## config.mk

```make
export PLATFORM = sky130hd
export DESIGN_NAME = irq_entry_gen
export DESIGN_NICKNAME = d
export VERILOG_FILES = /design/src/rtl/irq_entry_pkg.sv /design/src/rtl/irq_entry_ctrl.sv /design/src/rtl/irq_entry_datapath.sv /design/src/rtl/irq_entry_gen.sv
export SDC_FILE = /design/constraint.sdc
export NUM_CORES = 1
export LEC_CHECK = 0
export BUFFER_PORTS_ARGS = -buffer_cell sky130_fd_sc_hd__buf_2
export CAP_MARGIN = 15
export CORE_AREA = 2 2 176 178
export CTS_BUF_LIST = sky130_fd_sc_hd__clkbuf_8
export DETAILED_ROUTE_END_ITERATION = 6
export DIE_AREA = 0 0 178 180
export GPL_TIMING_DRIVEN = 0
export SLEW_MARGIN = 30
export SYNTH_ARGS = -nofsm -noshare
export SYNTH_HDL_FRONTEND = slang
export SYNTH_SLANG_ARGS = --single-unit
```

## constraint.sdc

```tcl
create_clock -name clk -period 2.71 [get_ports clk]
set_input_delay 0.542 -clock clk [delete_from_list [all_inputs] [get_ports clk]]
set_output_delay 0.542 -clock clk [all_outputs]
set_load 0.05 [all_outputs]
```

## src/rtl/irq_entry_pkg.sv

```systemverilog
package irq_entry_pkg;

  localparam int STATUS_W = 64;
  localparam int CAUSE_W  = 5;

  // Big-endian bit numbers of the cause slots in the saved status word
  localparam int SLOT_ZERO_BIT  = 42;
  localparam int SLOT_FP_BIT    = 43;
  localparam int SLOT_ILLEG_BIT = 44;
  localparam int SLOT_PRIV_BIT  = 45;
  localparam int SLOT_PLAIN_BIT = 46;
  localparam int SLOT_ADDR_BIT  = 47;
  localparam int WIPE_LO_BIT    = 33;
  localparam int WIPE_HI_BIT    = 36;

  // Strobes from control to datapath
  typedef struct packed {
    logic load;
    logic sysCall;
  } entryStrobe_t;

  function automatic int beIdx(input int n);
    return STATUS_W - 1 - n;
  endfunction

  function automatic logic [STATUS_W-1:0] beMask(input int n);
    logic [STATUS_W-1:0] m;
    m = '0;
    m[STATUS_W-1-n] = 1'b1;
    return m;
  endfunction

  function automatic logic [STATUS_W-1:0] beRange(input int lo, input int hi);
    logic [STATUS_W-1:0] m;
    m = '0;
    for (int n = lo; n <= hi; n++) m[STATUS_W-1-n] = 1'b1;
    return m;
  endfunction

  // Mode bits dropped on handler entry
  localparam logic [STATUS_W-1:0] ENTRY_CLEAR_MASK =
      beMask(5)  | beMask(31) | beMask(38) | beMask(40) |
      beMask(48) | beMask(49) | beMask(50) | beMask(52) |
      beMask(53) | beMask(54) | beMask(55) | beMask(58) |
      beMask(59) | beMask(61) | beMask(62);

  // Mode bits forced on handler entry: 64-bit mode, little-endian
  localparam logic [STATUS_W-1:0] ENTRY_SET_MASK = beMask(0) | beMask(63);

  // Saved-status bits replaced by zero or by cause slots
  localparam logic [STATUS_W-1:0] SAVE_WIPE_MASK =
      beRange(WIPE_LO_BIT, WIPE_HI_BIT) | beRange(SLOT_ZERO_BIT, SLOT_ADDR_BIT);

endpackage

```

## src/rtl/irq_entry_ctrl.sv

```systemverilog
module irq_entry_ctrl
  import irq_entry_pkg::*;
(
  input  logic         clk,
  input  logic         rst_n,
  input  logic         reqValid,
  input  logic         reqSysCall,
  output entryStrobe_t strb,
  output logic         outValid
);

  always_comb begin
    strb.load    = reqValid;
    strb.sysCall = reqValid & reqSysCall;
  end

  always_ff @(posedge clk) begin
    if (!rst_n) outValid <= 1'b0;
    else        outValid <= reqValid;
  end

  // result flag follows each request by one cycle
  p_valid_follows_r1: assert property (@(posedge clk) disable iff (!rst_n)
    reqValid |=> outValid);
  p_valid_idle_r1: assert property (@(posedge clk) disable iff (!rst_n)
    !reqValid |=> !outValid);

endmodule

```

## src/rtl/irq_entry_datapath.sv

```systemverilog
module irq_entry_datapath
  import irq_entry_pkg::*;
#(
  parameter int ADDR_W     = 64,
  parameter int VEC_SHIFT  = 4,
  parameter int INSN_BYTES = 4
) (
  input  logic                    clk,
  input  logic                    rst_n,
  input  entryStrobe_t            strb,
  input  logic [STATUS_W-1:0]     statusIn,
  input  logic [ADDR_W-1:0]       pcIn,
  input  logic [CAUSE_W-1:0]      causeIn,
  input  logic [ADDR_W-VEC_SHIFT-1:0] vecIn,
  output logic [STATUS_W-1:0]     newStatusQ,
  output logic [ADDR_W-1:0]       savedPcQ,
  output logic [STATUS_W-1:0]     savedStatusQ,
  output logic [ADDR_W-1:0]       nextPcQ
);

  localparam logic [ADDR_W-1:0] PC_STEP = ADDR_W'(INSN_BYTES);

  logic [STATUS_W-1:0] newStatusD;
  logic [STATUS_W-1:0] savedStatusD;
  logic [ADDR_W-1:0]   savedPcD;
  logic [ADDR_W-1:0]   nextPcD;
  logic                trapCause;

  always_comb begin
    trapCause  = ~strb.sysCall;
    newStatusD = (statusIn & ~ENTRY_CLEAR_MASK) | ENTRY_SET_MASK;

    savedStatusD = statusIn & ~SAVE_WIPE_MASK;
    savedStatusD[beIdx(SLOT_ZERO_BIT)]  = 1'b0;
    savedStatusD[beIdx(SLOT_FP_BIT)]    = trapCause & causeIn[0];
    savedStatusD[beIdx(SLOT_ILLEG_BIT)] = trapCause & causeIn[4];
    savedStatusD[beIdx(SLOT_PRIV_BIT)]  = trapCause & causeIn[1];
    savedStatusD[beIdx(SLOT_PLAIN_BIT)] = trapCause & (causeIn == '0);
    savedStatusD[beIdx(SLOT_ADDR_BIT)]  = trapCause & causeIn[3];

    savedPcD = strb.sysCall ? (pcIn + PC_STEP) : pcIn;
    nextPcD  = {vecIn, {VEC_SHIFT{1'b0}}};
  end

  always_ff @(posedge clk) begin
    if (!rst_n) begin
      newStatusQ   <= '0;
      savedPcQ     <= '0;
      savedStatusQ <= '0;
      nextPcQ      <= '0;
    end else if (strb.load) begin
      newStatusQ   <= newStatusD;
      savedPcQ     <= savedPcD;
      savedStatusQ <= savedStatusD;
      nextPcQ      <= nextPcD;
    end
  end

  p_trap_pc_r2: assert property (@(posedge clk) disable iff (!rst_n)
    (strb.load && !strb.sysCall) |=> savedPcQ == $past(pcIn));

  p_sc_pc_r3: assert property (@(posedge clk) disable iff (!rst_n)
    (strb.load && strb.sysCall) |=> savedPcQ == $past(pcIn) + PC_STEP);

  p_vector_r4: assert property (@(posedge clk) disable iff (!rst_n)
    strb.load |=> (nextPcQ >> VEC_SHIFT) == ADDR_W'($past(vecIn)));

  p_plain_trap_r6: assert property (@(posedge clk) disable iff (!rst_n)
    (strb.load && !strb.sysCall) |=>
      savedStatusQ[beIdx(SLOT_PLAIN_BIT)] == ($past(causeIn) == '0));

  p_sc_slots_r7: assert property (@(posedge clk) disable iff (!rst_n)
    (strb.load && strb.sysCall) |=>
      $countones(savedStatusQ[beIdx(SLOT_ZERO_BIT):beIdx(SLOT_ADDR_BIT)]) == 0);

  p_mode_set_r9: assert property (@(posedge clk) disable iff (!rst_n)
    strb.load |=> newStatusQ[beIdx(0)] && newStatusQ[beIdx(63)]);

  p_hold_r11: assert property (@(posedge clk) disable iff (!rst_n)
    !strb.load |=> $stable(newStatusQ) && $stable(savedPcQ) &&
                   $stable(savedStatusQ) && $stable(nextPcQ));

endmodule

```

## src/rtl/irq_entry_gen.sv

```systemverilog
module irq_entry_gen
  import irq_entry_pkg::*;
#(
  parameter int ADDR_W    = 64,
  parameter int VEC_SHIFT = 4
) (
  input  logic                        clk,
  input  logic                        rst_n,
  input  logic                        reqValid,
  input  logic                        reqSysCall,
  input  logic [63:0]                 curStatus,
  input  logic [ADDR_W-1:0]           curPc,
  input  logic [4:0]                  causeType,
  input  logic [ADDR_W-VEC_SHIFT-1:0] vectorField,
  output logic [63:0]                 newStatus,
  output logic                        newStatusValid,
  output logic [ADDR_W-1:0]           savedPc,
  output logic                        savedPcValid,
  output logic [63:0]                 savedStatus,
  output logic                        savedStatusValid,
  output logic [ADDR_W-1:0]           nextPc,
  output logic                        nextPcValid
);

  entryStrobe_t strb;
  logic         outValid;

  irq_entry_ctrl u_ctrl (
    .clk        (clk),
    .rst_n      (rst_n),
    .reqValid   (reqValid),
    .reqSysCall (reqSysCall),
    .strb       (strb),
    .outValid   (outValid)
  );

  irq_entry_datapath #(
    .ADDR_W    (ADDR_W),
    .VEC_SHIFT (VEC_SHIFT)
  ) u_dp (
    .clk          (clk),
    .rst_n        (rst_n),
    .strb         (strb),
    .statusIn     (curStatus),
    .pcIn         (curPc),
    .causeIn      (causeType),
    .vecIn        (vectorField),
    .newStatusQ   (newStatus),
    .savedPcQ     (savedPc),
    .savedStatusQ (savedStatus),
    .nextPcQ      (nextPc)
  );

  assign newStatusValid   = outValid;
  assign savedPcValid     = outValid;
  assign savedStatusValid = outValid;
  assign nextPcValid      = outValid;

endmodule

```

==> out/results.tsv, run 1 <==
stage	metric	value	unit
status	result_of_the_run	completed	
yosys	netlist_area_pre_place	8740	µm²
layout	commonest_cells_after_routing_fill_and_taps_aside	sky130_fd_sc_hd__buf_2 (432), sky130_fd_sc_hd__dfxtp_1 (195), sky130_fd_sc_hd__nor2_1 (159)	
place	place_hpwl	25700	µm
place	place.port_buffers	429	
setup_path	worstPathRequired	3.08	ns
pwr	power.net_switching	0.00267	W
yosys	post_synth.cell_area_avg	9.02	µm²
clock_network	cts_root_buf	sky130_fd_sc_hd__clkbuf_8	
die	number_of_i_o_pins	457	
pwr	cellPowerDensity	589	nW/µm²
clock_network	tritoncts	built	
yosys	number_of_unique_standard_cell_types_used_by_synthesis	49	
yosys	synth_enable_flop_cells	0	
grt	grt_util_all_layers	20.0	%
yosys	ys.flop_type	sky130_fd_sc_hd__dfxtp_1	
yosys	yosysWarnings	0	
timing	hold_violations	0	
layout	leading_cell_type_in_the_layout_fill_and_taps_excluded	sky130_fd_sc_hd__buf_2	
timing	setup_viol	0	
clock_network	ctsHtreeMaxLevel	4	
clock_network	holdBufCountCts	0	
detailed_routing	postRouteAntennaNets	0	
clock_network	clkSinkCount	195	
die	core_region_area	30200	µm²
grt	initial_antenna_violation_count	5	
yosys	synth_async_sr_flop_share	0	%
pwr	ir_worst_vdd	335	µV
timing	fmaxAchievable	392	MHz
pwr	share_comb_of_total_power	26.3	%
place	dpl.cell_count	1817	
pwr	clkPwrFrac	28.8	%
setup_path	crit_path_start_kind	primary input	
grt	grt_overflow_total	0	
layout	drive_above_1_share	38.2	%
detailed_routing	route.vias.total	8783	
layout	fin_area	11900	µm²
die	chipHeight	180	µm
setup_path	endpoint_arrival_time_on_the_critical_path	2.92	ns
pwr	p_int	0.00434	W
setup_path	worst_path_most_repeated_cell	sky130_fd_sc_hd__clkbuf_1	
timing	worstMarginPinSlew	0.937	ns
timing	rsz0062_at_grt	no	
clock_network	clk-insertion-delay-late	0.47	ns
die	floorplan.die.width	178	µm
clock_network	tritoncts.num_buffers	17	
worst_hold_path	hold_path.class	primary input to register	
place	placedInstanceArea	11500	µm²
die	start_util	29.0	%
layout	layoutNonFillerInstCount	1853	
die	fp-row-count	64	
timing	clock_skew	0	ns
timing	relative_slew_margins	36.9	%
pwr	static-leakage-power	5.92	nW
clock_network	clockBufferDepth	2	
detailed_routing	drt_wl_total	32800	µm
place	globalplace.congestion	0.837	
layout	area.growth.synth_to_final	36.3	%
detailed_routing	route.detailed.vias_per_inst	4.74	
yosys	ys_seq_elements	195	
pwr	seq_power_share	45.0	%
grt	grt_first_pass_wirelength	49100	µm
setup_path	max_stage_delay	0.60	ns
setup_path	crit_fanout	10	
grt	number_of_global_route_vias_before_repair	8528	
yosys	synthesis.instances	969	
grt	grt_start_max_net_pins	21	
detailed_routing	avgRoutedWirePerCell	17.7	µm
timing	final_count_of_pins_violating_max_slew	0	
setup_path	critical_path.endpoint_type	register	
setup_path	worst-setup-path-type	primary input to register	
clock_network	clk_pin_slew_worst_paths	0.13	ns
run	maxCapViolCount	0	
setup_path	worst_path_max_delay_cell	sky130_fd_sc_hd__or4_1	
detailed_routing	detailedRoute.firstPassIterationCount	5	
timing	post-route-min-period	2.55	ns
yosys	ys_seq_area_share	44.7	%
detailed_routing	drc	0	
die	design.die.area	32000	µm²
timing	final.period_utilization	94.2	%
layout	finish.net_count	1638	
setup_path	path_cells	buf_2 > ha_1 > nand4_1 > or2_1 > or4_1 > clkbuf_1 > clkbuf_1 > o2111ai_1 > nand3_1	
pwr	netSwitchingFraction	38.1	%
detailed_routing	initialDrtViolationCount	454	
area by class of cell:
cell class / count / area, µm²
clock inverter: 15 / 184
tap: 396 / 495
sequential: 195 / 3900
multi-input combinational: 660 / 4150
clock buffer: 17 / 234
fill: 3194 / 18300
timing repair buffer: 429 / 2150
inverter: 6 / 22.5
buffer: 131 / 766
antenna: 4 / 10.0
through the flow:
stage               power (W)  util [%]  hold WS [ns]  setup TNS, ns  worst slack [ns]
floorplan             0.00450         -         0.689              0             0.347
global placement      0.00505      38.0         0.455         -50.82            -0.431
detailed placement    0.00506      38.0         0.471         -61.32            -0.496
CTS                   0.00710      39.4         0.242              0            0.0442
global route          0.00734      39.5         0.240              0            0.0367
finish                0.00701      39.5         0.282              0             0.157
worst max-delay path, delay by kind of cell:
kind,cells,cell delay [ns]
AOI/OAI and AO/OA,1,0.29
buffers and inverters,3,0.70
and+or+nand+nor,4,1.17
adders and majority gates,1,0.21
sequential cells by signal (all words and copies together) (netlist names):
register           count
u_ctrl.outValid        1
u_dp.newStatusQ       48
u_dp.savedPcQ         64
u_dp.savedStatusQ     22
u_dp.nextPcQ          60
path summary, 6_finish.rpt:
path	from	end	slack, ns	cells past startpoint
setup / recovery	curPc[2]	u_dp.savedPcQ[50]	0.16	9
hold / removal	vectorField[43]	u_dp.nextPcQ[47]	0.28	3
setup reg to reg	u_dp.savedPcQ[63]	u_dp.savedPcQ[63]	1.72	3
hold reg to reg	u_dp.savedStatusQ[17]	u_dp.savedStatusQ[17]	0.49	2
kinds of logic (layout without fill, tap and decap cells):
family	after synthesis	in the layout	share of synthesized area, %
XOR/XNOR	32	32	3.21
AND/OR/NAND/NOR	355	355	20.1
other	1	28	0.0429
buffers and inverters	137	598	8.97
AO/OA/AOI/OAI	121	121	8.37
multiplexers	127	127	14.5
adder cells (fa/ha/maj)	1	1	0.143
flip-flops	195	195	44.7
synth_stat cells (7+ instances only):
master                       n  area, µm²
sky130_fd_sc_hd__xnor2_1    17        149
sky130_fd_sc_hd__dfxtp_1   195       3900
sky130_fd_sc_hd__xor2_1     15        131
sky130_fd_sc_hd__a211oi_1   15        113
sky130_fd_sc_hd__a21oi_1    29        145
sky130_fd_sc_hd__a31oi_1     7       43.8
sky130_fd_sc_hd__clkbuf_1   46        173
sky130_fd_sc_hd__and4_1     10       87.6
sky130_fd_sc_hd__or4_1       8       60.1
sky130_fd_sc_hd__a311oi_1   12        105
sky130_fd_sc_hd__buf_1      14       52.6
sky130_fd_sc_hd__or3_1       9       56.3
sky130_fd_sc_hd__nor3_1     33        165
sky130_fd_sc_hd__and3_1     10       62.6
sky130_fd_sc_hd__nor4_1     10       62.6
sky130_fd_sc_hd__buf_4      65        488
sky130_fd_sc_hd__nand4_1    20        125
sky130_fd_sc_hd__nor2_1    159        597
sky130_fd_sc_hd__o21ai_0    48        240
sky130_fd_sc_hd__nand2_1    43        161
sky130_fd_sc_hd__nand3_1    23        115
sky130_fd_sc_hd__mux2i_1   127       1270
what timing repair did:
action	CTS	global route
setup endpoints to repair	0	9
gates resized for setup	0	5
setup buffers	0	0
power groups by stage:
stage / registers (W) / clock network [W] / logic (W)
6_report: 0.00315 / 0.00202 / 0.00184
5_1_grt: 0.00318 / 0.00220 / 0.00196
4_1_cts: 0.00315 / 0.00209 / 0.00185
3_5_place_dp: 0.00322 / 0 / 0.00185
3_3_place_gp: 0.00321 / 0 / 0.00184
2_1_floorplan: 0.00382 / 0 / 0.000675
layer usage:
metal  global-route usage [%]  up-vias  wire [µm]  share of wire (%)
met1                     23.9     4068      13300                 41
met5                        0        -         13              0.040
met2                     33.8      417      15800                 48
li1                         -     4259          -                  -
met4                     6.79        2        684                2.1
met3                     6.09       37       2990                9.1
(Power assumes the default switching activity.)
==> inputs of run 2 (changes only) <==
Settings changed: BUFFER_PORTS_ARGS -buffer_cell sky130_fd_sc_hd__buf_2 to -buffer_cell sky130_fd_sc_hd__buf_4, CORE_AREA 2 2 176 178 to 2 2 177 179, DIE_AREA 0 0 178 180 to 0 0 179 181.
==> run 2 against run 1 <==
Routed wire length is 4.0% higher. Final cell count barely moved. Design area increased by 9.3%. Sequential power barely moved. Non-clock buffer count up 1. Utilization increased by 3.4 points. Largest power group unchanged.
==> out/results.tsv, run 2 (synthesized netlist as in run 1, its figures left out) <==
stage	metric	value	unit
status	result_of_the_run	completed	
clock_network	clkSinkCount	195	
grt	grt_start_max_net_pins	20	
layout	finish.net_count	1639	
clock_network	holdBufCountCts	0	
die	design.die.area	32400	µm²
setup_path	endpoint_arrival_time_on_the_critical_path	2.97	ns
setup_path	max_stage_delay	0.67	ns
clock_network	postCtsSetupBuffers	0	
detailed_routing	route.vias.total	8714	
layout	largest_register_ffs	64	
timing	fmaxAchievable	386	MHz
layout	commonest_cells_after_routing_fill_and_taps_aside	sky130_fd_sc_hd__buf_4 (494), sky130_fd_sc_hd__dfxtp_1 (195), sky130_fd_sc_hd__nor2_1 (159)	
timing	final_count_of_pins_violating_max_slew	0	
timing	hold_violations	0	
setup_path	crit_path_start_kind	primary input	
layout	fillerInstances	3053	
worst_hold_path	hold_path.class	primary input to register	
clock_network	ctsHtreeMaxLevel	4	
setup_path	worstPathRequired	3.09	ns
grt	grt_first_pass_wirelength	50500	µm
layout	largestRegisters	u_dp.savedPcQ (64), u_dp.nextPcQ (60), u_dp.newStatusQ (48)	
layout	multi_input_area	4160	µm²
place	place.port_buffers	429	
timing	relative_slew_margins	38.5	%
grt	grt_overflow_total	0	
grt	number_of_global_route_vias_before_repair	8414	
die	floorplan.die.width	179	µm
detailed_routing	detailedRoute.firstPassIterationCount	5	
detailed_routing	drt_wl_total	34100	µm
layout	area.sequential	3900	µm²
pwr	static-leakage-power	6.16	nW
place	globalplace.congestion	0.848	
clock_network	clockBufferDepth	2	
timing	final.period_utilization	95.7	%
layout	leading_cell_type_in_the_layout_fill_and_taps_excluded	sky130_fd_sc_hd__buf_4	
setup_path	cp_top_family	buffers and inverters	
detailed_routing	avgRoutedWirePerCell	18.4	µm
timing	post-route-min-period	2.59	ns
grt	grt_util_all_layers	20.6	%
setup_path	worst_path_max_delay_cell	sky130_fd_sc_hd__buf_1	
layout	largest-register	u_dp.savedPcQ	
setup_path	worst-setup-path-type	primary input to register	
timing	clock_skew	0	ns
setup_path	path_buf_inv	4	
setup_path	critical_path.endpoint_type	register	
layout	area.growth.synth_to_final	49.0	%
clock_network	tritoncts.num_buffers	17	
die	core_region_area	30300	µm²
timing	rsz0062_at_grt	yes	
detailed_routing	initialDrtViolationCount	451	
die	start_util	28.8	%
timing	setup_viol	0	
timing	holdWs	0.257	ns
timing	setup_ws	0.117	ns
clock_network	clk_pin_slew_worst_paths	0.12	ns
pwr	cellPowerDensity	566	nW/µm²
clock_network	cts_root_buf	sky130_fd_sc_hd__clkbuf_8	
place	place_hpwl	26700	µm
die	chipHeight	181	µm
place	pre_cts_slack	-0.409	ns
clock_network	clk-insertion-delay-late	0.50	ns
setup_path	path_cells	buf_2 > clkbuf_1 > buf_1 > buf_1 > mux2i_1 > nor2_1	
setup_path	worst_path_most_repeated_cell	sky130_fd_sc_hd__buf_1	
clock_network	post_cts_resize_count	0	
detailed_routing	postRouteAntennaNets	0	
timing	worstMarginPinSlew	0.915	ns
die	fp-row-count	64	
grt	initial_antenna_violation_count	4	
pwr	ir_worst_vdd	388	µV
detailed_routing	drc	0	
setup_path	crit_fanout	10	
clock_network	tritoncts	built	
die	number_of_i_o_pins	457	
detailed_routing	route.detailed.vias_per_inst	4.71	
run	maxCapViolCount	0	
layout	drive_above_1_share	38.1	%
## run 2: changes by cell type in the layout (fill, tap and decap cells not counted), sizes merged
cell / delta
buf: +4
clkinv: -4
inv: +2
bufinv: +2
diode: -2
clkbuf: -3
## run 2: final cells by class
| cell class | instances | area share, % |
|---|---|---|
| Antenna cell | 2 | 0.0384 |
| Buffer | 131 | 5.85 |
| Clock buffer | 17 | 1.80 |
| Clock inverter | 15 | 1.60 |
| Inverter | 6 | 0.173 |
| Multi-Input combinational cell | 660 | 31.9 |
| Sequential cell | 195 | 30.0 |
| Tap cell | 396 | 3.80 |
| Timing Repair Buffer | 430 | 24.8 |
## run 2: tightest hold or removal path: cells and delay by family
family	cells	cell delay, ns
multiplexers	1	0.05
buffers and inverters	1	0.07
AND/OR/NAND/NOR	1	0.07
## run 2: routing by layer
| metal | GRT usage (%) | up-vias | share of wire [%] |
|---|---|---|---|
| li1 | - | 4248 | - |
| met1 | 24.4 | 4045 | 41 |
| met2 | 34.6 | 376 | 48 |
| met3 | 6.82 | 41 | 9.0 |
| met4 | 7.02 | 4 | 2.1 |
| met5 | 0 | - | 0.088 |
## run 2: power breakdown
part	total, W	switching (W)	internal, W
sequential	0.00316	0.000115	0.00305
clock	0.00216	0.00120	0.000959
combinational	0.00205	0.00134	0.000713
total	0.00738	0.00266	0.00472
## run 2: worst paths after layout
path                                       startpoint                     to  slack (ns)  cells past startpoint
worst max-delay path                         reqValid  u_dp.savedStatusQ[32]        0.12                      6
worst min-delay path                     curStatus[6]     u_dp.newStatusQ[6]        0.26                      3
worst max register to register      u_dp.savedPcQ[63]      u_dp.savedPcQ[63]        1.72                      3
worst min register to register  u_dp.savedStatusQ[17]  u_dp.savedStatusQ[17]        0.48                      2
## run 2: metrics by stage
step	util [%]	instance area [µm²]	total power, W	std cells	TNS, ns
floorplan	-	8830	0.00450	992	0
global placement	41.3	12500	0.00527	1817	-48.59
detailed placement	41.4	12600	0.00528	1817	-49.89
CTS	42.8	13000	0.00748	1849	0
global route	42.9	13000	0.00770	1852	-0.0154
finish	42.9	13000	0.00738	1852	0
==> inputs of run 3 (changes only) <==
Settings changed: ABC_AREA set to 1, CORE_AREA 2 2 177 179 to 2 2 180 182, DIE_AREA 0 0 179 181 to 0 0 182 184.
Clock period 2.71 ns to 2.6 ns, I/O delays scaled along.
==> run 3 against run 2 <==
Clock power about the same. Flip-flop and latch count unchanged. Count of clock-buffer cells in the layout increased by 1. Global-route usage increased by 0.52 points. Die area increased by 3.4%. Total power increased by 2.6%. Sequential power increased by 4%. Combinational power increased by 2%. Highest routed layer is now met4. Utilization decreased by 2.2 points. Critical path depth unchanged. Routed wire length increased by 7.0%.
==> out/results.tsv, run 3 <==
stage	metric	value	unit
run	maxCapViolCount	0	
detailed_routing	detail_route.wirelength.met1	15600	µm
layout	largestRegisters	u_dp.savedPcQ (64), u_dp.nextPcQ (60), u_dp.newStatusQ (48)	
detailed_routing	met2_length	17300	µm
detailed_routing	detailedRoute.firstPassIterationCount	5	
detailed_routing	avgRoutedWirePerCell	19.2	µm
die	core_region_area	31400	µm²
yosys	synthesis.instances	1011	
clock_network	clk-insertion-delay-late	0.52	ns
timing	clock_skew	0	ns
yosys	synth_xor_area_share	3.29	%
layout	finish.net_count	1683	
setup_path	crit_path_start_kind	primary input	
timing	hold_violations	0	
pwr	static-leakage-power	6.21	nW
timing	final.period_utilization	72.0	%
die	design.die.area	33500	µm²
yosys	synth_area_leader_cell	sky130_fd_sc_hd__dfxtp_1	
yosys	synth_async_sr_flop_share	0	%
yosys	synthSimpleGateAreaFrac	18.8	%
timing	setup_viol	0	
yosys	number_of_unique_standard_cell_types_used_by_synthesis	39	
grt	grt_first_pass_wirelength	52700	µm
yosys	netlist_area_pre_place	8510	µm²
yosys	synth.area.top_cells	sky130_fd_sc_hd__dfxtp_1 (46%), sky130_fd_sc_hd__a22o_1 (13%), sky130_fd_sc_hd__nand2_1 (7.2%), sky130_fd_sc_hd__buf_4 (5.8%), sky130_fd_sc_hd__inv_1 (3.5%)	
yosys	ys.flop_type	sky130_fd_sc_hd__dfxtp_1	
setup_path	worstPathRequired	3.06	ns
die	floorplan.die.width	182	µm
detailed_routing	postRouteAntennaNets	0	
yosys	ys_seq_elements	195	
place	place_hpwl	29800	µm
grt	grt_start_max_net_pins	23	
yosys	synth_top_family_by_area	compound AO/OA/AOI/OAI gates	
timing	fmaxAchievable	534	MHz
clock_network	ctsHtreeMaxLevel	4	
setup_path	worst-r2r-setup-slack	1.85	ns
setup_path	critical_path.endpoint_type	register	
clock_network	post_cts_resize_count	0	
layout	commonest_cells_after_routing_fill_and_taps_aside	sky130_fd_sc_hd__buf_4 (498), sky130_fd_sc_hd__dfxtp_1 (195), sky130_fd_sc_hd__nand2_1 (164)	
clock_network	clockBufferDepth	2	
pwr	ir_worst_vdd	303	µV
grt	initial_antenna_violation_count	1	
clock_network	tritoncts.num_buffers	17	
timing	final_count_of_pins_violating_max_slew	0	
yosys	synth_enable_flop_cells	0	
grt	grt_overflow_total	0	
detailed_routing	dr.max_layer_used	met4	
timing	post-route-min-period	1.87	ns
detailed_routing	routed-wl-met3	2510	µm
layout	fillerInstances	3252	
yosys	yosysWarnings	0	
yosys	synth_mux_area_share	0	%
yosys	synth_largest_type_area_fraction	45.9	%
layout	leading_cell_type_in_the_layout_fill_and_taps_excluded	sky130_fd_sc_hd__buf_4	
clock_network	holdBufCountCts	0	
grt	grt_util_all_layers	21.1	%
grt	number_of_global_route_vias_before_repair	8561	
place	place.port_buffers	432	
layout	drive_above_1_share	37.5	%
yosys	ys_seq_area_share	45.9	%
worst_hold_path	hold_path.class	primary input to register	
yosys	compound_cell_area_share_of_the_yosys_netlist	20.3	%
die	fp-row-count	65	
pwr	cellPowerDensity	592	nW/µm²
yosys	most_frequent_cell_after_synthesis	sky130_fd_sc_hd__dfxtp_1	
clock_network	postCtsSetupBuffers	0	
timing	timing.setup.tns	0	ns
status	result_of_the_run	completed	
layout	largest-register	u_dp.savedPcQ	
timing	rsz0062_at_grt	no	
clock_network	cts_root_buf	sky130_fd_sc_hd__clkbuf_8	
timing	relative_slew_margins	50.0	%
setup_path	endpoint_arrival_time_on_the_critical_path	2.33	ns
detailed_routing	route.vias.total	8766	
yosys	synth_fa_ha_area_share	0.147	%
die	start_util	27.1	%
clock_network	clkSinkCount	195	
yosys	post_synth.cell_area_avg	8.42	µm²
setup_path	crit_fanout	10	
detailed_routing	route.detailed.vias_per_inst	4.61	
pwr	design_power_total	0.00757	W
layout	largest_register_ffs	64	
place	globalplace.congestion	0.920	
clock_network	clk_pin_slew_worst_paths	0.13	ns
yosys	most_common_library_cells_after_synthesis	sky130_fd_sc_hd__dfxtp_1 (195), sky130_fd_sc_hd__nand2_1 (164), sky130_fd_sc_hd__a22o_1 (126), sky130_fd_sc_hd__inv_1 (79), sky130_fd_sc_hd__nor2_1 (71)	
detailed_routing	initialDrtViolationCount	409	
die	number_of_i_o_pins	457	
layout	area.growth.synth_to_final	50.2	%
clock_network	tritoncts	built	
detailed_routing	drc	0	
detailed_routing	drt_wl_total	36500	µm
setup_path	worst-setup-path-type	primary input to register	
timing	worstMarginPinSlew	0.750	ns
die	chipHeight	184	µm
[run 3: worst paths after layout]
kind | startpoint | end | cells after the start
worst max-delay path | reqValid | u_dp.newStatusQ[37] | 6
worst max register to register | u_dp.savedPcQ[3] | u_dp.savedPcQ[3] | 4
worst min-delay path | vectorField[58] | u_dp.nextPcQ[62] | 2
worst min register to register | u_dp.savedPcQ[31] | u_dp.savedPcQ[31] | 2
[run 3: cell type report]
| type | count | area [µm²] | area share (%) |
|---|---|---|---|
| diodes | 1 | 2.50 | 0.0196 |
| plain buffers | 112 | 674 | 5.27 |
| clock buffers | 18 | 248 | 1.94 |
| clock inverters | 14 | 190 | 1.49 |
| inverters | 83 | 312 | 2.44 |
| multi-input cells | 644 | 3710 | 29.0 |
| flip-flops and latches | 195 | 3900 | 30.5 |
| well taps | 402 | 503 | 3.93 |
| repair buffers | 432 | 3240 | 25.4 |
[run 3: per-layer routing]
layer	GRT usage [%]	vias to the layer above
met2	34.8	322
li1	-	4318
met3	5.86	49
met1	26.5	4077
met4	7.48	0
met5	0	-
[run 3: cells by family after synthesis]
family / count (synthesis)
AO/OA/AOI/OAI: 239
XOR/XNOR: 32
adder cells (fa/ha/maj): 1
buffers and inverters: 195
flip-flops: 195
other: 1
AND/OR/NAND/NOR: 348
[run 3: power breakdown]
part | switching, W | internal (W) | leakage (nW)
Sequential | 0.000121 | 0.00318 | 1.61
Clock | 0.00139 | 0.000791 | 0.218
Combinational | 0.00139 | 0.000708 | 4.38
[run 3: worst max-delay path, stage by stage]
cell and delay [ns]:
sky130_fd_sc_hd__buf_4 0.12, sky130_fd_sc_hd__buf_4 0.19, sky130_fd_sc_hd__nor2_1 0.24, sky130_fd_sc_hd__clkbuf_1 0.57, sky130_fd_sc_hd__clkbuf_1 0.46, sky130_fd_sc_hd__a22o_1 0.22
[run 3: per-stage QoR]
stage	util (%)	setup WS (ns)	cells	hold slack, ns	instance area, µm²
after floorplan	-	0.874	1034	0.659	8600
after global placement	39.3	0.118	1868	0.446	12300
after detailed placement	39.3	0.0812	1868	0.448	12300
after CTS	40.7	0.639	1900	0.156	12800
after global routing	40.7	0.580	1901	0.154	12800
final	40.7	0.728	1901	0.205	12800
